===== src/rtl/pf_pkg.sv =====
package pf_pkg;

   typedef enum logic [1:0] {
      PF_MODE_OFF    = 2'd0,
      PF_MODE_SEQ    = 2'd1,
      PF_MODE_STRIDE = 2'd2
   } pf_mode_e;

   function automatic pf_mode_e pf_decode_mode(input logic is_zero, input logic is_one);
      if (is_zero)
         return PF_MODE_OFF;
      else if (is_one)
         return PF_MODE_SEQ;
      else
         return PF_MODE_STRIDE;
   endfunction

endpackage


===== src/rtl/pf_stride_table.sv =====
module pf_stride_table #(
   parameter int NUM_REGS  = 16,
   parameter int STRIDE_W  = 12,
   localparam int REG_IDX_W = $clog2(NUM_REGS)
) (
   input  logic                 clk_i,
   input  logic                 rst_ni,
   input  logic                 wr_en_i,
   input  logic [REG_IDX_W-1:0] wr_idx_i,
   input  logic [STRIDE_W-1:0]  wr_stride_i,
   input  logic                 wr_st_cache_i,
   input  logic [REG_IDX_W-1:0] rd_idx_i,
   output logic [STRIDE_W-1:0]  rd_stride_o,
   output logic                 rd_st_cache_o
);

   logic [STRIDE_W-1:0] stride_q [NUM_REGS];
   logic [NUM_REGS-1:0] st_cache_q;

   for (genvar g = 0; g < NUM_REGS; g++) begin : g_slot
      logic hit;
      assign hit = wr_en_i && (wr_idx_i == REG_IDX_W'(g));

      always_ff @(posedge clk_i) begin
         if (!rst_ni) begin
            stride_q[g]   <= '0;
            st_cache_q[g] <= 1'b1;
         end else if (hit) begin
            stride_q[g]   <= wr_stride_i;
            st_cache_q[g] <= wr_st_cache_i;
         end
      end
   end

   assign rd_stride_o   = stride_q[rd_idx_i];
   assign rd_st_cache_o = st_cache_q[rd_idx_i];

endmodule


===== src/rtl/pf_target_calc.sv =====
module pf_target_calc
   import pf_pkg::*;
#(
   parameter int ADDR_W     = 32,
   parameter int STRIDE_W   = 12,
   parameter int LINE_WORDS = 4,
   localparam int OFS_W     = $clog2(LINE_WORDS)
) (
   input  logic                acc_valid_i,
   input  logic [ADDR_W-1:0]   acc_addr_i,
   input  logic [STRIDE_W-1:0] stride_i,
   output logic                cand_valid_o,
   output logic [ADDR_W-1:0]   cand_line_o
);

   pf_mode_e            mode;
   logic [ADDR_W-1:0]   stride_ext;
   logic [ADDR_W-1:0]   sum;
   logic                at_last_word;
   logic                crosses;
   logic                mode_fire;

   always_comb begin
      mode         = pf_decode_mode(stride_i == '0, stride_i == STRIDE_W'(1));
      stride_ext   = {{(ADDR_W-STRIDE_W){stride_i[STRIDE_W-1]}}, stride_i};
      sum          = acc_addr_i + stride_ext;
      at_last_word = &acc_addr_i[OFS_W-1:0];
      crosses      = sum[ADDR_W-1:OFS_W] != acc_addr_i[ADDR_W-1:OFS_W];
      unique case (mode)
         PF_MODE_OFF:    mode_fire = 1'b0;
         PF_MODE_SEQ:    mode_fire = at_last_word;
         PF_MODE_STRIDE: mode_fire = 1'b1;
         default:        mode_fire = 1'b0;
      endcase
      cand_valid_o = acc_valid_i && mode_fire && crosses;
      cand_line_o  = {sum[ADDR_W-1:OFS_W], {OFS_W{1'b0}}};
   end

endmodule


===== src/rtl/pf_req_queue.sv =====
module pf_req_queue #(
   parameter int ADDR_W   = 32,
   parameter int DEPTH    = 4,
   parameter int CNT_W    = 16,
   parameter bit DEDUP_EN = 1'b1,
   parameter bit DROP_SAT = 1'b1,
   localparam int PTR_W   = $clog2(DEPTH)
) (
   input  logic              clk_i,
   input  logic              rst_ni,
   input  logic              push_valid_i,
   input  logic [ADDR_W-1:0] push_line_i,
   input  logic              pop_ready_i,
   output logic              head_valid_o,
   output logic [ADDR_W-1:0] head_line_o,
   output logic [CNT_W-1:0]  drop_cnt_o
);

   logic [ADDR_W-1:0] mem [DEPTH];
   logic [PTR_W-1:0]  rd_ptr, wr_ptr;
   logic [PTR_W:0]    count;
   logic [DEPTH-1:0]  match;
   logic              dup, full, do_push, do_drop, do_pop;

   for (genvar i = 0; i < DEPTH; i++) begin : g_cmp
      logic [PTR_W-1:0] rel;
      assign rel      = PTR_W'(i) - rd_ptr;
      assign match[i] = ({1'b0, rel} < count) && (mem[i] == push_line_i);
   end

   if (DEDUP_EN) begin : g_dedup
      assign dup = |match;
   end else begin : g_nodedup
      assign dup = 1'b0;
   end

   assign full    = count == (PTR_W+1)'(DEPTH);
   assign do_push = push_valid_i && !dup && !full;
   assign do_drop = push_valid_i && !dup && full;
   assign head_valid_o = count != '0;
   assign head_line_o  = mem[rd_ptr];
   assign do_pop  = head_valid_o && pop_ready_i;

   always_ff @(posedge clk_i) begin
      if (do_push)
         mem[wr_ptr] <= push_line_i;
   end

   always_ff @(posedge clk_i) begin
      if (!rst_ni) begin
         rd_ptr <= '0;
         wr_ptr <= '0;
         count  <= '0;
      end else begin
         if (do_push) wr_ptr <= wr_ptr + 1'b1;
         if (do_pop)  rd_ptr <= rd_ptr + 1'b1;
         count <= count + (PTR_W+1)'(do_push) - (PTR_W+1)'(do_pop);
      end
   end

   if (DROP_SAT) begin : g_sat
      always_ff @(posedge clk_i) begin
         if (!rst_ni)
            drop_cnt_o <= '0;
         else if (do_drop && drop_cnt_o != '1)
            drop_cnt_o <= drop_cnt_o + 1'b1;
      end
   end else begin : g_wrap
      always_ff @(posedge clk_i) begin
         if (!rst_ni)
            drop_cnt_o <= '0;
         else if (do_drop)
            drop_cnt_o <= drop_cnt_o + 1'b1;
      end
   end

endmodule


===== src/rtl/stride_pf_engine.sv =====
module stride_pf_engine #(
   parameter int NUM_REGS   = 16,
   parameter int STRIDE_W   = 12,
   parameter int ADDR_W     = 32,
   parameter int LINE_WORDS = 4,
   parameter int Q_DEPTH    = 4,
   parameter int CNT_W      = 16,
   localparam int REG_IDX_W = $clog2(NUM_REGS)
) (
   input  logic                 clk_i,
   input  logic                 rst_ni,
   input  logic                 cfg_we_i,
   input  logic [REG_IDX_W-1:0] cfg_idx_i,
   input  logic [STRIDE_W-1:0]  cfg_stride_i,
   input  logic                 cfg_st_cache_i,
   input  logic                 acc_valid_i,
   input  logic [REG_IDX_W-1:0] acc_reg_i,
   input  logic [ADDR_W-1:0]    acc_addr_i,
   input  logic                 acc_store_i,
   output logic                 st_cacheable_o,
   output logic                 pf_valid_o,
   input  logic                 pf_ready_i,
   output logic [ADDR_W-1:0]    pf_line_o,
   output logic [CNT_W-1:0]     drop_cnt_o
);

   if ((NUM_REGS < 2) || ((NUM_REGS & (NUM_REGS-1)) != 0)) begin : g_bad_regs
      $error("NUM_REGS must be a power of two >= 2");
   end
   if ((LINE_WORDS < 2) || ((LINE_WORDS & (LINE_WORDS-1)) != 0)) begin : g_bad_line
      $error("LINE_WORDS must be a power of two >= 2");
   end
   if ((Q_DEPTH < 2) || ((Q_DEPTH & (Q_DEPTH-1)) != 0)) begin : g_bad_depth
      $error("Q_DEPTH must be a power of two >= 2");
   end
   if (STRIDE_W >= ADDR_W) begin : g_bad_stride
      $error("STRIDE_W must be narrower than ADDR_W");
   end

   logic [STRIDE_W-1:0] sel_stride;
   logic                sel_st_cache;
   logic                cand_valid;
   logic [ADDR_W-1:0]   cand_line;

   pf_stride_table #(
      .NUM_REGS (NUM_REGS),
      .STRIDE_W (STRIDE_W)
   ) table_i (
      .clk_i         (clk_i),
      .rst_ni        (rst_ni),
      .wr_en_i       (cfg_we_i),
      .wr_idx_i      (cfg_idx_i),
      .wr_stride_i   (cfg_stride_i),
      .wr_st_cache_i (cfg_st_cache_i),
      .rd_idx_i      (acc_reg_i),
      .rd_stride_o   (sel_stride),
      .rd_st_cache_o (sel_st_cache)
   );

   pf_target_calc #(
      .ADDR_W     (ADDR_W),
      .STRIDE_W   (STRIDE_W),
      .LINE_WORDS (LINE_WORDS)
   ) calc_i (
      .acc_valid_i  (acc_valid_i),
      .acc_addr_i   (acc_addr_i),
      .stride_i     (sel_stride),
      .cand_valid_o (cand_valid),
      .cand_line_o  (cand_line)
   );

   pf_req_queue #(
      .ADDR_W   (ADDR_W),
      .DEPTH    (Q_DEPTH),
      .CNT_W    (CNT_W),
      .DEDUP_EN (1'b1),
      .DROP_SAT (1'b1)
   ) queue_i (
      .clk_i        (clk_i),
      .rst_ni       (rst_ni),
      .push_valid_i (cand_valid),
      .push_line_i  (cand_line),
      .pop_ready_i  (pf_ready_i),
      .head_valid_o (pf_valid_o),
      .head_line_o  (pf_line_o),
      .drop_cnt_o   (drop_cnt_o)
   );

   assign st_cacheable_o = acc_valid_i && acc_store_i && sel_st_cache;

endmodule


===== config.mk =====
export PLATFORM = sky130hd
export DESIGN_NAME = stride_pf_engine
export DESIGN_NICKNAME = d
export VERILOG_FILES = /design/src/rtl/pf_pkg.sv /design/src/rtl/pf_stride_table.sv /design/src/rtl/pf_target_calc.sv /design/src/rtl/pf_req_queue.sv /design/src/rtl/stride_pf_engine.sv
export SDC_FILE = /design/constraint.sdc
export NUM_CORES = 1
export LEC_CHECK = 0
export ABC_CLOCK_PERIOD_IN_PS = 9450
export BUFFER_PORTS_ARGS = -buffer_cell sky130_fd_sc_hd__buf_4
export CORE_MARGIN = 2
export CORE_UTILIZATION = 44
export CTS_CLUSTER_SIZE = 8
export DETAILED_ROUTE_END_ITERATION = 10
export HOLD_SLACK_MARGIN = 0.05
export PLACE_DENSITY = 0.72
export SYNTH_ARGS = -nofsm -noshare
export SYNTH_HDL_FRONTEND = slang
export SYNTH_HIERARCHICAL = 1
export SYNTH_SLANG_ARGS = --single-unit

===== constraint.sdc =====
create_clock -name clk_i -period 9.45 [get_ports clk_i]
set_clock_uncertainty 0.1 [all_clocks]
set_input_delay 0.945 -clock clk_i [delete_from_list [all_inputs] [get_ports clk_i]]
set_output_delay 0.945 -clock clk_i [all_outputs]
set_load 0.02 [all_outputs]

==> key figures <==
Power and ir drop
  – Psw: 1744 uW
  – Comb power frac: 31.2%
  – Lkg Pwr: roughly 0.008 uW
  – Clk pwr share: 31.1%
  – VDD IR max: 0.1459 mV
  – Switch share: 32.54%
  – Flop pwr share: 37.7%
  – Cell-internal power: 3614 uW
  – PD cells: 237.0 mW/mm^2
  – Total power: between 5000 and 6000 uW

Finish
  – Multi-input logic area: roughly 0.009 sq mm
  – Share of layout cells above drive strength 1: 18.66%
  – Sequential cell area: approximately 0.010 sq mm
  – Finished Layout Cells: roughly 2200
  – # fillers: 3745
  – Synthesis-to-layout area growth: 14.80%
  – N_diodes: 0
  – Post-layout nets: 1707

Critical path
  – R2r setup slk: 1.63 ns
  – CP startpoint kind: input pin
  – WS Path Type: in -> reg
  – Worst path required time: 9.80 ns
  – CP Capture Type: flop
  – CP peak stage delay: slightly above 0.6 ns
  – WP data arrival: 8.67 ns
  – CP max-delay cell: mux4_1
  – Max FO, Critical Path: 25

GRT
  – GRT busiest layer: met2
  – Vias in the first global route: 12950
  – Met1 Usage GRT: between 20% and 30%
  – Met3 Usage GRT: 4.327%
  – Largest net degree at the start of global routing: 39
  – First-pass GRT wire length: 78930 um
  – Grt met2 use: 36.94%
  – All-Layer GR Usage: ~22%
  – Antenna violations before repair: 2
  – Gr ovfl total: 0

Routing
  – WL final: 52200 um
  – Drt via density: 5.834
  – DRC: 0
  – Number of detailed-route iterations in the first pass: 7
  – Avg WL per Cell: 23.39 um
  – Antenna-violating nets left: 0
  – 1st-iter DRT viols: 1158
  – Vias: 13020

Logic synthesis
  – Warnings, synthesis: 6
  – Post-synthesis mux area share: 10.65%
  – XOR/XNOR Fraction of Synth Area: 9.167%
  – Compound-Gate Fraction of Synth Area: 7.515%
  – Number of synthesized flops with an enable pin: 320
  – Post-Syn Area: 0.01970 sq mm
  – Post-synthesis register bit count: 361
  – Largest family of logic cells by synthesized area: simple AND/OR/NAND/NOR gates
  – Post-synthesis adder-cell area fraction: 2.706%
  – Synth Area in Simple Gates: 14.48%
  – Syn avg cell area: between 10 and 15 sq um
  – Cells after Synth: 1486
  – Seq/Total Area, Yosys: between 50% and 60%
  – Asr flop ratio synth: 0%
  – Top FF cell, synth: edfxtp_1
  – Yosys cell types: 94

Clock tree
  – CTS clock-pin slew for the worst setup and hold paths: ~0.050 ns
  – Post-CTS Setup Bufs: 0
  – Htree depth: 2
  – Sink Count: 361
  – Longest Clk Path Bufs: 3
  – TritonCTS clock tree: built
  – Clk root buf: clkbuf_16
  – Clk_lat worst skew: roughly 0.60 ns
  – CTS buffer count: 51
  – CTS resizes: 0
  – Hold-fix buffers, CTS: 0

Timing
  – Slew @ Worst Pin: between 1 and 1.5 ns
  – Setup_tns: 0 ns
  – Final period utilization: 88.00%
  – Slew Viols, Final: 0
  – Relative slew slack: about a quarter
  – Final worst setup slack: 1.134 ns
  – Highest Clock Rate: 0.1202 GHz
  – RSZ-0062 raised after global routing: false
  – # setup viols final: 0
  – Count of final hold-check violations: 0
  – Crit path time final: 8.316 ns

Floorplanning
  – Row count: 77
  – Core Box Area: between 0.04 and 0.05 sq mm
  – Die area: 0.04647 sq mm
  – Starting Density: 44.54%
  – Chip Width: 215.6 um
  – Die span in y: 215.6 um
  – Ports: approximately 110

Placement
  – I/O Buffers: around 110
  – DPL Wire Length: between 30000 and 40000 um
  – GP Congestion: between 0.9 and 1
  – DP Worst Slack: 0.6828 ns
  – Placed insts: approximately 2100

Status
  – Run status: finished, final reports clean

Run
  – Maxcap violations: 0

Hold path
  – Min-Delay Path Class: reg -> reg
power groups by stage:
stage | combinational [uW] | clock (uW) | sequential [uW]
after floorplan | 1090 | 0 | 2030
after global placement | 1650 | 0 | 2040
after detailed placement | 1660 | 0 | 2050
after CTS | 1670 | 1700 | 2020
after global routing | 1780 | 1770 | 2030
final | 1670 | 1670 | 2020
worst paths after layout:
kind                                 to  depth (start not counted)                startpoint
hold / removal    table_i/st_cache_q[2]                          1     table_i/st_cache_q[2]
hold reg to reg   table_i/st_cache_q[2]                          1     table_i/st_cache_q[2]
setup / recovery       queue_i/count[2]                         27              acc_reg_i[0]
setup reg to reg       queue_i/count[2]                         26  table_i/stride_q[10][11]
state kept, by name, summed over array words and instances (netlist names), named ones only:
| register | cells |
|---|---|
| table_i/st_cache_q | 16 |
| queue_i/drop_cnt_o | 16 |
| queue_i/count | 3 |
| table_i/stride_q | 192 |
| queue_i/mem | 128 |
| queue_i/rd_ptr | 2 |
| queue_i/wr_ptr | 2 |
cells in the mapped netlist, types with 27 or more instances:
library cell,n,area share [%]
nor2_1,42,0.80
xnor2_1,73,3.2
mux4_2,60,6.9
dfxtp_1,41,4.2
nand4_1,39,1.2
a21oi_1,47,1.2
xor2_1,113,5.0
and2_1,206,6.5
ha_1,41,2.6
nand2_1,61,1.2
clkbuf_1,52,0.99
edfxtp_1,320,49
o21ai_0,29,0.74
a22oi_1,27,1.0
metrics by stage:
| step | hold slack, ns | util [%] | area (sq um) |
|---|---|---|---|
| floorplan | 0.3653 | - | 19700 |
| global placement | 0.3734 | 47.84 | 21160 |
| detailed placement | 0.3764 | 47.84 | 21160 |
| CTS | 0.3858 | 51.13 | 22610 |
| global route | 0.3922 | 51.13 | 22610 |
| finish | 0.3824 | 51.13 | 22610 |
logic make-up (layout without fill, tap and decap cells):
group,Yosys count,count (layout)
other cells,1,2
xor+xnor,194,194
mux,95,95
fa+ha+maj,42,42
compound gates,213,213
simple gates,478,478
flops,361,361
buf+inv,102,255
worst max-delay path: cells and delay by family:
| kind | cells | cell delay (ns) |
|---|---|---|
| fa+ha+maj | 4 | 1.25 |
| xor+xnor | 5 | 1.52 |
| compound gates | 4 | 0.92 |
| buf+inv | 5 | 0.91 |
| simple gates | 8 | 2.48 |
| mux | 1 | 0.61 |
placed cells by master (no fill, tap or decap), types with 8 or more instances in the layout:
master and instances:
mux2i_1 9, nand2_1 61, nand2b_1 11, xor2_1 113, dfxtp_1 40, a2bb2oi_1 17
a22oi_1 27, xnor2_1 73, o21ai_0 18, clkbuf_16 51, nor4_1 23, edfxtp_1 320
mux4_2 60, mux4_1 24, nand4_1 39, clkbuf_1 32, ha_1 41, and2_1 206
inv_1 15, a21oi_1 47, buf_4 152, nor2_1 42, o21ai_1 20, or3_1 8
o31ai_1 8, nand3_1 26
cell type report:
| type | count | share of cell area [%] |
|---|---|---|
| sequential | 361 | 46.14 |
| multi-input combinational | 1024 | 38.85 |
| clock buffer | 83 | 6.176 |
| timing repair buffer | 152 | 5.047 |
| tap | 592 | 3.276 |
| inverter | 16 | 0.2656 |
| clock inverter | 4 | 0.2490 |
metal layers:
layer	vias to the layer above	part of all wire, %
met5	-	0.019
met4	2	2.7
met3	97	7.7
met2	559	48
met1	6450	41
li1	5914	-
Power figures use the tool's default switching activity.
